### config.mk
export PLATFORM = sky130hd
export DESIGN_NAME = flash_erase_unlock
export DESIGN_NICKNAME = d
export VERILOG_FILES = /design/src/rtl/flash_erase_unlock.sv
export SDC_FILE = /design/constraint.sdc
export NUM_CORES = 1
export LEC_CHECK = 0
export ABC_AREA = 0
export ABC_CLOCK_PERIOD_IN_PS = 3300
export BUFFER_PORTS_ARGS = -buffer_cell sky130_fd_sc_hd__buf_2
export CAP_MARGIN = 10
export CORE_UTILIZATION = 56
export CTS_CLUSTER_DIAMETER = 40
export DETAILED_ROUTE_END_ITERATION = 10
export GPL_TIMING_DRIVEN = 0
export PLACE_DENSITY = 0.82
export SLEW_MARGIN = 40
export SYNTH_ARGS = -nofsm -noshare
export SYNTH_HDL_FRONTEND = slang
export SYNTH_SLANG_ARGS = --single-unit
### constraint.sdc
create_clock -name clk -period 3.3 [get_ports clk]
set_input_delay 0.66 -clock clk [delete_from_list [all_inputs] [get_ports clk]]
set_output_delay 0.66 -clock clk [all_outputs]
set_load 0.1 [all_outputs]
### src/rtl/flash_erase_unlock.sv
module flash_erase_unlock #(
  parameter int          ARRAY_BYTES  = 32768,
  parameter int          PAGE_BYTES   = 512,
  parameter int          ERASE_CYCLES = 1000,
  parameter logic [7:0]  ADR_CTRL     = 8'h10,
  parameter logic [7:0]  ADR_PAGE     = 8'h11,
  parameter logic [7:0]  ADR_CMD      = 8'h12,
  parameter logic [7:0]  KEY_MASS     = 8'hAA,
  parameter logic [7:0]  KEY_PAGE     = 8'h55
) (
  input  logic       clk,
  input  logic       rst_n,
  input  logic       wr_en,
  input  logic [7:0] wr_addr,
  input  logic [7:0] wr_data,
  input  logic       dbg_en,
  output logic       erase_start,
  output logic       erase_mass,
  output logic [5:0] erase_page,
  output logic       busy
);
  localparam int PAGES = ARRAY_BYTES / PAGE_BYTES;
  localparam int PW    = $clog2(PAGES);
  localparam int CW    = $clog2(ERASE_CYCLES + 1);

  logic          mass_arm, page_arm;
  logic [6:0]    page_q;
  logic [CW-1:0] cnt;

  wire cmd_hit  = wr_en && wr_addr == ADR_CMD && !busy;
  wire go_mass  = cmd_hit && wr_data == KEY_MASS && mass_arm && dbg_en;
  wire go_page  = cmd_hit && wr_data == KEY_PAGE && page_arm && (int'(page_q) < PAGES);
  wire go       = go_mass || go_page;

  always_ff @(posedge clk) begin
    if (!rst_n) begin
      mass_arm <= 1'b0;
      page_arm <= 1'b0;
      page_q   <= '0;
    end else if (cmd_hit) begin
      mass_arm <= 1'b0;
      page_arm <= 1'b0;
    end else if (wr_en && wr_addr == ADR_CTRL) begin
      mass_arm <= wr_data[1];
    end else if (wr_en && wr_addr == ADR_PAGE) begin
      page_arm <= 1'b1;
      page_q   <= wr_data[7:1];
    end
  end

  always_ff @(posedge clk) begin
    if (!rst_n) begin
      erase_start <= 1'b0;
      erase_mass  <= 1'b0;
      erase_page  <= '0;
      busy        <= 1'b0;
      cnt         <= '0;
    end else begin
      erase_start <= go;
      if (go) begin
        erase_mass <= go_mass;
        if (go_page) erase_page <= 6'(page_q[PW-1:0]);
        busy <= 1'b1;
        cnt  <= CW'(ERASE_CYCLES - 1);
      end else if (busy) begin
        if (cnt == '0) busy <= 1'b0;
        else           cnt  <= cnt - 1'b1;
      end
    end
  end

  AST_START_SINGLE: assert property (@(posedge clk) disable iff (!rst_n)
    erase_start |=> !erase_start);
  AST_MASS_NEEDS_DBG: assert property (@(posedge clk) disable iff (!rst_n)
    (erase_start && erase_mass) |-> $past(dbg_en));
  AST_START_RAISES_BUSY: assert property (@(posedge clk) disable iff (!rst_n)
    erase_start |-> busy);
  AST_NO_START_WHILE_BUSY: assert property (@(posedge clk) disable iff (!rst_n)
    (erase_start && $past(rst_n)) |-> !$past(busy));
  AST_START_NEEDS_CMD: assert property (@(posedge clk) disable iff (!rst_n)
    erase_start |-> ($past(wr_en) && $past(wr_addr) == ADR_CMD));
  AST_TYPE_STABLE: assert property (@(posedge clk) disable iff (!rst_n)
    (busy && !erase_start) |-> $stable(erase_mass));
endmodule

==> impl_results.md <==
* Result of the run: finished clean
* Input/output buffers at 27
* Count of vias placed by the detailed router at 1,195
* Die width at 50.00 um
* Number of max-slew violations in the final report at 0
* Portion of the clock cycle consumed by the worst path in the final layout at 0.5975
* Areal power density over the cells at 391.1 nW/um2
* Initial core utilization at 0.5888
* WL per Instance at 14.65 um
* Total negative setup slack at 0 ns
* Depth of the CTS H-tree at 1
* RSZ-0062 raised after global routing: no
* Number of iterations in the first detailed-routing pass at 4
* CTS tree: done
* Clock buffer depth at 2
* Overall overflow remaining after global route at 0
* Family with the most delay on the worst path: buffers and inverters
* Top cell by count, worst path: sky130_fd_sc_hd__buf_2
* DR DRC count at 0
* Ports at 29
* Critical path type: primary input to flop
* Layout overhead on the synthesized area at 17.75%
* Leakage at 0.6393 nW
* Ys Warns at 0
* Library cell contributing the largest single delay on the critical path: sky130_fd_sc_hd__nor4b_2
* Finish-stage setup viols at 0
* Synthesized flop and latch total at 28
* CP bufs+invs at 3
* Number of inserted diodes at 0
* Worst ir drop on vdd at 0.0002729 V
* Worst-path clk slew at 0.16 ns
* Leading cell types in the layout, fill and taps excluded: 28 x sky130_fd_sc_hd__buf_2, 28 x sky130_fd_sc_hd__dfxtp_1, 12 x sky130_fd_sc_hd__nor2_1, 12 x sky130_fd_sc_hd__a21oi_1
* Worst path required time at 3.59 ns
* Post-CTS repair timing setup buffer count at 0
* # clock sinks at 28
* Hold-fix buffers at CTS at 0
* Clock latency of the later-clocked register in the worst-skew pair at 0.35 ns
* Least-Margin Pin Slew at 0.6694 ns
* Sequential element share of the synthesized area at 0.4345
* Synth Net Count at 161
* Via count of the first global-routing pass at 1,118
* Shortest period the worst path allows at 1.972 ns
* Clk_skew at 0.01245 ns
* Count of antenna-violating nets left after detailed routing at 0
* Overall die area at 2500 um2
* Post-synthesis cell count at 140
* Max-cap violations at 0
* Minimum setup slack in the final design at 1.328 ns
* Hold Violations, Final at 0
* CP Capture Type: flop
* Routed wire length at 2.915 mm
* Arrival @ worst endpoint at 2.26 ns
* Worst setup slack after placement at 0.9976 ns
* Cell chain of the critical path: buf_2 -> nor4b_2 -> and3_1 -> clkbuf_1 -> o21a_1 -> buf_2 -> o311a_1
* Number of gates resized after CTS at 0
* Vias/cell at 6.005
* Headroom to the max-slew limit at 0.5496
* Type of the tightest min-delay check: flop to flop
* Antenna violations before repair at 0
* Vertical die dimension at 50.00 um
* Overall Global Routing Usage at 0.2549
* Final weighted congestion of routability-driven global placement at 0.8788
* Maximum fanout encountered on the critical timing path at 9
* Placed cell count at 195
* Syn Std Cell Area at 1290 um2
* Total clock buffers created by CTS at 3
* Proportion of layout cells with a drive suffix above 1 at 0.2339
* First-iteration detailed-routing DRC count at 12
* # nets final at 193
* Number of distinct library cells after synthesis at 36
* Worst hold-check slack at 0.4794 ns
* Area of the core at 2191 um2
* Placement Rows at 17
* Root buffer cell: sky130_fd_sc_hd__clkbuf_4
* Crit path launch type: primary input
* Final instance count without filler cells at 199
* Critical Path Max Stage Delay at 0.40 ns
* Global-route wire length before repair at 4.788 mm
* Maximum operating frequency at 507.2 MHz
* Dpl hpwl at 2.083 mm
* Mean instance size in the synthesized netlist at 9.214 um2
* Largest net degree at the start of global routing at 17
cells in the mapped netlist:
cell | n | area, um2
sky130_fd_sc_hd__nor2_1 | 12 | 45.04
sky130_fd_sc_hd__nor2b_1 | 1 | 6.260
sky130_fd_sc_hd__o21ai_0 | 9 | 45.04
sky130_fd_sc_hd__o311a_1 | 1 | 10.01
sky130_fd_sc_hd__mux2i_1 | 9 | 90.09
sky130_fd_sc_hd__clkinv_1 | 1 | 3.750
sky130_fd_sc_hd__and4_1 | 1 | 8.760
sky130_fd_sc_hd__nand4b_1 | 2 | 17.52
sky130_fd_sc_hd__clkbuf_1 | 4 | 15.01
sky130_fd_sc_hd__nand4_1 | 3 | 18.77
sky130_fd_sc_hd__nor4_1 | 3 | 18.77
sky130_fd_sc_hd__nor3_1 | 3 | 15.01
sky130_fd_sc_hd__nor4bb_1 | 3 | 30.03
sky130_fd_sc_hd__buf_2 | 1 | 5.000
sky130_fd_sc_hd__and2_1 | 1 | 6.260
sky130_fd_sc_hd__or3_1 | 1 | 6.260
sky130_fd_sc_hd__or4_4 | 1 | 11.26
sky130_fd_sc_hd__dfxtp_1 | 28 | 560.5
sky130_fd_sc_hd__ha_1 | 1 | 12.51
sky130_fd_sc_hd__o31a_1 | 2 | 17.52
sky130_fd_sc_hd__nand2_1 | 4 | 15.01
sky130_fd_sc_hd__inv_1 | 4 | 15.01
sky130_fd_sc_hd__o21a_1 | 6 | 45.04
sky130_fd_sc_hd__nor4b_2 | 1 | 15.01
sky130_fd_sc_hd__or4_1 | 3 | 22.52
sky130_fd_sc_hd__xnor2_1 | 3 | 26.28
sky130_fd_sc_hd__and2_2 | 1 | 7.510
sky130_fd_sc_hd__nor4b_1 | 1 | 8.760
sky130_fd_sc_hd__a311oi_1 | 1 | 8.760
sky130_fd_sc_hd__nand3_1 | 7 | 35.03
sky130_fd_sc_hd__or4b_4 | 1 | 13.76
sky130_fd_sc_hd__a21oi_1 | 12 | 60.06
sky130_fd_sc_hd__and3_1 | 2 | 12.51
sky130_fd_sc_hd__mux2_2 | 1 | 11.26
sky130_fd_sc_hd__a31oi_1 | 4 | 25.02
sky130_fd_sc_hd__and4bb_2 | 2 | 25.02
sequential cells by signal, summed over array words and instances (netlist names):
register,cells
busy,1
mass_arm,1
erase_start,1
page_q,7
erase_mass,1
erase_page,6
cnt,10
page_arm,1
report_power, final:
group / switching, W / total (W) / internal [W]
Clock: 0.000106 / 0.000229 / 0.000123
Sequential: 0.0000000818 / 0.000338 / 0.000338
Combinational: 0.0000145 / 0.0000269 / 0.0000124
routing by layer:
layer / GRT usage / vias to the layer above / wire (um) / part of all wire
li1: - / 588 / - / -
met1: 0.3250 / 563 / 1327 / 0.46
met2: 0.4178 / 39 / 1406 / 0.48
met3: 0.03086 / 5 / 129 / 0.044
met4: 0.1286 / 0 / 52 / 0.018
met5: 0 / - / 0 / 0
worst reg2reg max path, stage by stage (launching register included):
cell and delay, ns:
sky130_fd_sc_hd__dfxtp_1 0.48, sky130_fd_sc_hd__or4b_4 0.52, sky130_fd_sc_hd__or4_4 0.43, sky130_fd_sc_hd__o21a_1 0.18, sky130_fd_sc_hd__o31a_1 0.23
final timing paths:
path | start | endpoint | slack [ns] | cells after the start
max reg2reg | busy$_SDFF_PN0_ | cnt[7]$_SDFFE_PN0P_ | 1.37 | 4
min reg2reg | page_q[0]$_SDFFE_PN0P_ | erase_page[0]$_SDFFE_PN0P_ | 0.48 | 2
min | page_q[0]$_SDFFE_PN0P_ | erase_page[0]$_SDFFE_PN0P_ | 0.48 | 2
max | wr_addr[3] | cnt[1]$_SDFFE_PN0P_ | 1.33 | 7
kinds of logic (layout without fill, tap and decap cells):
| logic type | Yosys count | count (layout) | share of synthesized area |
|---|---|---|---|
| AOI/OAI and AO/OA | 35 | 35 | 0.1639 |
| buffers and inverters | 10 | 41 | 0.03005 |
| muxes | 10 | 10 | 0.07857 |
| xor gates and xnor gates | 3 | 3 | 0.02037 |
| and+or+nand+nor | 53 | 53 | 0.2628 |
| adders and majority gates | 1 | 1 | 0.009698 |
| DFF | 28 | 28 | 0.4345 |
area by class of cell:
class	instances	area [um2]
Clock inverter	1	30.03
Inverter	5	18.77
Buffer	5	20.02
Sequential cell	28	560.5
Clock buffer	3	22.52
Timing Repair Buffer	27	135.1
Multi-Input combinational cell	102	696.9
Tap cell	28	35.03
Fill cell	164	671.9
stage by stage:
| stage | util | cell area, um2 | power, W |
|---|---|---|---|
| floorplan | - | 1290 | 0.0003560 |
| global placement | 0.6665 | 1460 | 0.0003711 |
| detailed placement | 0.6665 | 1460 | 0.0003723 |
| CTS | 0.6905 | 1513 | 0.0005929 |
| global route | 0.6933 | 1519 | 0.0006108 |
| finish | 0.6933 | 1519 | 0.0005940 |
Note: power is estimated with default switching activity, not from simulation.
